[src/rtl/upt_pkg.sv]
package upt_pkg;

    localparam int ADDR_W = 4;

    localparam logic [ADDR_W-1:0] OFS_CNT_B0 = 4'h8;
    localparam logic [ADDR_W-1:0] OFS_CNT_B1 = 4'h9;
    localparam logic [ADDR_W-1:0] OFS_CNT_B2 = 4'hA;
    localparam logic [ADDR_W-1:0] OFS_CNT_B3 = 4'hB;
    localparam logic [ADDR_W-1:0] OFS_STAT   = 4'hC;
    localparam logic [ADDR_W-1:0] OFS_CFG    = 4'hD;

    // configuration byte, bit 2 down to bit 0
    typedef struct packed {
        logic pd;   // gate counting while suspended
        logic sel;  // 1: every tick, 0: prescaled
        logic ien;  // interrupt enable
    } cfg_t;

    function automatic logic [7:0] pick_byte(input logic [31:0] v, input logic [1:0] idx);
        return v[idx*8 +: 8];
    endfunction

endpackage

[src/rtl/upt_prescale.sv]
module upt_prescale #(
    parameter int DIV = 27
) (
    input  logic clk,
    input  logic rst,
    input  logic tick,
    input  logic sel,
    output logic step
);
    localparam int PW = (DIV > 1) ? $clog2(DIV) : 1;
    localparam logic [PW-1:0] LAST = PW'(DIV - 1);

    logic [PW-1:0] pcnt;
    logic          sel_q;
    logic          chg;
    logic          term;

    assign chg  = sel ^ sel_q;
    assign term = (pcnt == LAST);

    always_ff @(posedge clk) begin
        if (rst) begin
            pcnt  <= '0;
            sel_q <= 1'b0;
        end else begin
            sel_q <= sel;
            if (chg)
                pcnt <= '0;
            else if (tick)
                pcnt <= term ? '0 : pcnt + 1'b1;
        end
    end

    assign step = sel ? tick : (tick && term && !chg);

    assert_presc_range_R6: assert property (@(posedge clk) disable iff (rst)
        pcnt <= LAST);

    assert_presc_restart_R6: assert property (@(posedge clk) disable iff (rst)
        chg |=> (pcnt == '0) || (pcnt == PW'(1)));

endmodule

[src/rtl/upt_counter.sv]
module upt_counter #(
    parameter int W = 32
) (
    input  logic         clk,
    input  logic         rst,
    input  logic         inc,
    output logic [W-1:0] cnt,
    output logic         wrap
);
    always_ff @(posedge clk) begin
        if (rst)
            cnt <= '0;
        else if (inc)
            cnt <= cnt + 1'b1;
    end

    assign wrap = inc && (&cnt);

    assert_step_by_one_R5: assert property (@(posedge clk) disable iff (rst)
        !$stable(cnt) |-> (cnt == $past(cnt) + 1'b1));

endmodule

[src/rtl/upt_regs.sv]
module upt_regs
    import upt_pkg::*;
(
    input  logic              clk,
    input  logic              rst,
    input  logic              wr_en,
    input  logic              rd_en,
    input  logic [ADDR_W-1:0] addr,
    input  logic [7:0]        wdata,
    input  logic [31:0]       cnt32,
    input  logic              wrap,
    input  logic              susp_n,
    output logic [7:0]        rdata,
    output cfg_t              cfg,
    output logic              flag
);
    logic susp_q;
    logic susp_rise;
    logic clr_req;
    cfg_t cfg_nxt;
    logic [7:0] rd_mux;

    assign susp_rise = susp_n && !susp_q;
    assign clr_req   = wr_en && (addr == OFS_STAT) && wdata[0];

    always_comb begin
        cfg_nxt = cfg;
        if (wr_en && addr == OFS_CFG)
            cfg_nxt = cfg_t'(wdata[2:0]);
        if (susp_rise)
            cfg_nxt.pd = 1'b0;
    end

    always_comb begin
        case (addr)
            OFS_CNT_B0, OFS_CNT_B1,
            OFS_CNT_B2, OFS_CNT_B3: rd_mux = pick_byte(cnt32, addr[1:0]);
            OFS_STAT:               rd_mux = {7'b0, flag};
            OFS_CFG:                rd_mux = {5'b0, cfg};
            default:                rd_mux = 8'h00;
        endcase
    end

    always_ff @(posedge clk) begin
        if (rst) begin
            susp_q <= 1'b1;
            cfg    <= '0;
            flag   <= 1'b0;
            rdata  <= 8'h00;
        end else begin
            susp_q <= susp_n;
            cfg    <= cfg_nxt;
            if (wrap)
                flag <= 1'b1;
            else if (clr_req)
                flag <= 1'b0;
            if (rd_en)
                rdata <= rd_mux;
        end
    end

    assert_pd_autoclear_R8: assert property (@(posedge clk) disable iff (rst)
        $rose(susp_n) |=> !cfg.pd);

    assert_w1c_R3: assert property (@(posedge clk) disable iff (rst)
        (clr_req && !wrap) |=> !flag);

    assert_sticky_R3: assert property (@(posedge clk) disable iff (rst)
        (flag && !clr_req) |=> flag);

    assert_rdata_hold_R10: assert property (@(posedge clk) disable iff (rst)
        !rd_en |=> $stable(rdata));

endmodule

[src/rtl/upcount_timer.sv]
module upcount_timer
    import upt_pkg::*;
#(
    parameter int CNT_W     = 32,
    parameter int PRESC_DIV = 27
) (
    input  logic        clk,
    input  logic        rst,
    input  logic        osc_tick,
    input  logic        susp_n,
    input  logic        wr_en,
    input  logic        rd_en,
    input  logic [3:0]  addr,
    input  logic [7:0]  wdata,
    output logic [7:0]  rdata,
    output logic        irq
);
    cfg_t             cfg;
    logic             flag;
    logic             step;
    logic             cnt_inc;
    logic             wrap;
    logic [CNT_W-1:0] cnt;
    logic [31:0]      cnt32;

    upt_prescale #(.DIV(PRESC_DIV)) u_presc (
        .clk  (clk),
        .rst  (rst),
        .tick (osc_tick),
        .sel  (cfg.sel),
        .step (step)
    );

    assign cnt_inc = step && !(cfg.pd && !susp_n);

    upt_counter #(.W(CNT_W)) u_cnt (
        .clk  (clk),
        .rst  (rst),
        .inc  (cnt_inc),
        .cnt  (cnt),
        .wrap (wrap)
    );

    assign cnt32 = 32'(cnt);

    upt_regs u_regs (
        .clk    (clk),
        .rst    (rst),
        .wr_en  (wr_en),
        .rd_en  (rd_en),
        .addr   (addr),
        .wdata  (wdata),
        .cnt32  (cnt32),
        .wrap   (wrap),
        .susp_n (susp_n),
        .rdata  (rdata),
        .cfg    (cfg),
        .flag   (flag)
    );

    assign irq = cfg.ien & flag;

    assert_flag_on_fall_R3: assert property (@(posedge clk) disable iff (rst)
        $fell(cnt[CNT_W-1]) |-> flag);

    assert_suspend_halt_R7: assert property (@(posedge clk) disable iff (rst)
        (cfg.pd && !susp_n) |=> $stable(cnt));

    assert_no_tick_no_step_R5: assert property (@(posedge clk) disable iff (rst)
        !osc_tick |=> $stable(cnt));

endmodule

[config.mk]
export PLATFORM = sky130hd
export DESIGN_NAME = upcount_timer
export DESIGN_NICKNAME = d
export VERILOG_FILES = /design/src/rtl/upt_pkg.sv /design/src/rtl/upt_prescale.sv /design/src/rtl/upt_counter.sv /design/src/rtl/upt_regs.sv /design/src/rtl/upcount_timer.sv
export SDC_FILE = /design/constraint.sdc
export NUM_CORES = 1
export LEC_CHECK = 0
export BUFFER_PORTS_ARGS = -buffer_cell sky130_fd_sc_hd__buf_2
export CORE_ASPECT_RATIO = 0.8
export CORE_MARGIN = 5
export CORE_UTILIZATION = 33
export CTS_CLUSTER_SIZE = 24
export DETAILED_ROUTE_END_ITERATION = 6
export PLACE_DENSITY_LB_ADDON = 0.1
export SYNTH_ARGS = -nofsm -noshare
export SYNTH_HDL_FRONTEND = slang
export SYNTH_SLANG_ARGS = --single-unit
[constraint.sdc]
create_clock -name clk -period 2.5 [get_ports clk]
set_input_delay 0.125 -clock clk [delete_from_list [all_inputs] [get_ports clk]]
set_output_delay 0.125 -clock clk [all_outputs]
set_load 0.05 [all_outputs]
==> reports/metrics.cfg <==
[die]
io_pins = 27
fp.dieH_um = 88.8
start_util = 0.343
core_area_sq_mm = 0.00746
design.die.area_sq_mm = 0.00963
rows = 28
die_w_um = 108

[synthesis]
ys_ff_latch = 51
yosysUniqueCellTypes = 46
ys_top_cells_by_count = 51 x dfxtp_1, 39 x nor2_1, 16 x nand2_1
syn_area_sq_mm = 0.00256
seq_area_frac_synth = 0.399
synthesis.nets = 304
ys.warnings.count = 0
synth.top_cells.by_area = dfxtp_1 40%, mux4_2 6.2%, nor2_1 5.7%
ys.flop_type = dfxtp_1
synth_cells = 283
postSynthAreaPerCell_sq_um = 9.05
synth_top_area_share = 0.399
yosysMostFrequentCell = dfxtp_1
async_flop_share = 0
synth_area_leader_cell = dfxtp_1
synth-edff-count = 0

[clock_network]
clk_pin_slew_ns = 0.10
cts_sinks = 51
root_buffer = clkbuf_8
cts_buffer_depth = 2
cts_resized = 0
post_cts_buffers = 0
htreeDepth = 2
cts_hold_buf = 0
clock_latency_ns = 0.31
cts_tree = done
numCtsBuffers = 5

[detailed_routing]
drtIter0Drc = 136
via_per_inst = 5.06
ant_nets = 0
wl_um = 6240
firstDrtPassIters = 4
dr_total_vias = 2051
routedWlPerCell_um = 15.4
drc = 0

[global_route]
grt_pass1_vias = 1904
grt_max_degree = 51
grt_use_total = 0.136
grt_pass1_wl_um = 10100
antenna_found_initial = 0
grt.overflow.total = 0

[placed_design]
numPortBuffers = 21
hpwl_um = 4470
gp_congestion = 0.793

[pwr]
irDropWorstVdd_v = 0.000239
leakage_uw = 0.000982
power_uw = 1370
power_density_mw_per_mm2 = 487

[timing]
fmax_ghz = 0.445
min_period_over_period = 0.900
relSlewSlack = 0.361
finalSetupTns_ns = 0
fin_crit_ns = 2.25
hold_violations = 0
grt_setup_unrepaired = false
setup-violations-final = 0
worst_pin_slew_ns = 0.958
fin_worst_skew_ns = 0.00791
slew_viol_final = 0

[finish]
n_antenna_cell = 0
final_nets = 320
nFillCells = 775
areaGrowthSynthToFinish_pct = 10.3
drive_gt1_frac = 0.153

[critical_path]
worstSetupPathType = register to register
endpoint_kind = register
cp.required_ns = 2.73
start_kind = register
crit_arrival_ns = 2.48
path_max_fanout = 8

[flow_run]
drv_cap = 0

[status]
run_status = complete, no violations

[worst_hold_path]
hp-class = input port to register

[layout by cell type, fill, tap and decap left out, types with 5 or more instances in the layout]
cell type  instances
xnor2_1            9
buf_2             21
nor2b_1           10
nand3_1           12
mux4_2             7
clkbuf_8           5
xor2_1            15
nand2_1           16
inv_1              7
nand4_1           13
or4_1              5
o31ai_1            5
a21oi_1           15
or3_1              7
dfxtp_1           51
nor4_1             5
nor2_1            39
mux2i_1            7
o21ai_0           10
[final timing paths]
path	startpoint	to	slack, ns	depth (start not counted)
max	u_cnt.cnt[0]$_SDFFE_PP0P_	u_cnt.cnt[30]$_SDFFE_PP0P_	0.25	6
min	susp_n	u_regs.susp_q$_SDFF_PP1_	0.04	2
max reg2reg	u_cnt.cnt[0]$_SDFFE_PP0P_	u_cnt.cnt[30]$_SDFFE_PP0P_	0.25	6
min reg2reg	u_regs.rdata[2]$_SDFFE_PP0P_	u_regs.rdata[2]$_SDFFE_PP0P_	0.47	2
[metal layers]
metal / global-route usage / vias up / part of all wire
li1: - / 1049 / -
met1: 0.213 / 969 / 0.55
met2: 0.187 / 29 / 0.41
met3: 0.0263 / 4 / 0.031
met4: 0.0390 / 0 / 0.0088
met5: 0 / - / 0
[layout make-up]
type                            count  area [sq um]  area share
Clock buffer                        6          72.6      0.0257
Clock inverter                      2          12.5     0.00443
Inverter                            7          26.3     0.00930
Multi-Input combinational cell    210          1430       0.508
Sequential cell                    51          1020       0.361
Tap cell                          105           131      0.0465
Timing Repair Buffer               24           128      0.0452
[registers in the layout, summed over array words and instances (netlist names)]
register,flops
u_presc.pcnt,5
u_cnt.cnt,32
u_presc.sel_q,1
u_regs.rdata,8
u_regs.cfg,3
u_regs.flag,1
u_regs.susp_q,1
[metrics by stage]
stage | instances | setup WS, ns | hold WS, ns | util | instance area [sq um]
final | 405 | 0.251 | 0.0401 | 0.379 | 2830
after detailed placement | 397 | 0.304 | 0.372 | 0.367 | 2740
after global placement | 397 | 0.305 | 0.359 | 0.367 | 2740
after floorplan | 283 | 0.582 | 0.232 | - | 2560
after CTS | 405 | 0.277 | 0.0447 | 0.379 | 2830
after global routing | 405 | 0.112 | 0.0429 | 0.379 | 2830
[where the power goes]
group / leakage (uW) / switching (uW) / internal (uW) / total, uW
combinational: 0.000530 / 43.5 / 24.8 / 68.3
clock: 0.0000412 / 287 / 197 / 484
sequential: 0.000411 / 4.95 / 817 / 822
[cells by family (layout without fill, tap and decap cells)]
family	count (synthesis)	in the layout	share of synthesized area
simple gates	130	130	0.274
flops	51	51	0.399
compound gates	37	37	0.0860
xor+xnor	24	24	0.0821
buf+inv	22	39	0.0415
mux	16	16	0.104
fa+ha+maj	3	3	0.0147
[critical path, stage by stage (launching register included)]
cell and delay [ns]:
dfxtp_1 0.47, ha_1 0.25, nand4_1 0.19, nor3_2 0.27, nand4_1 0.35, or4_1 0.50
a21oi_1 0.14
(Power assumes the default switching activity.)
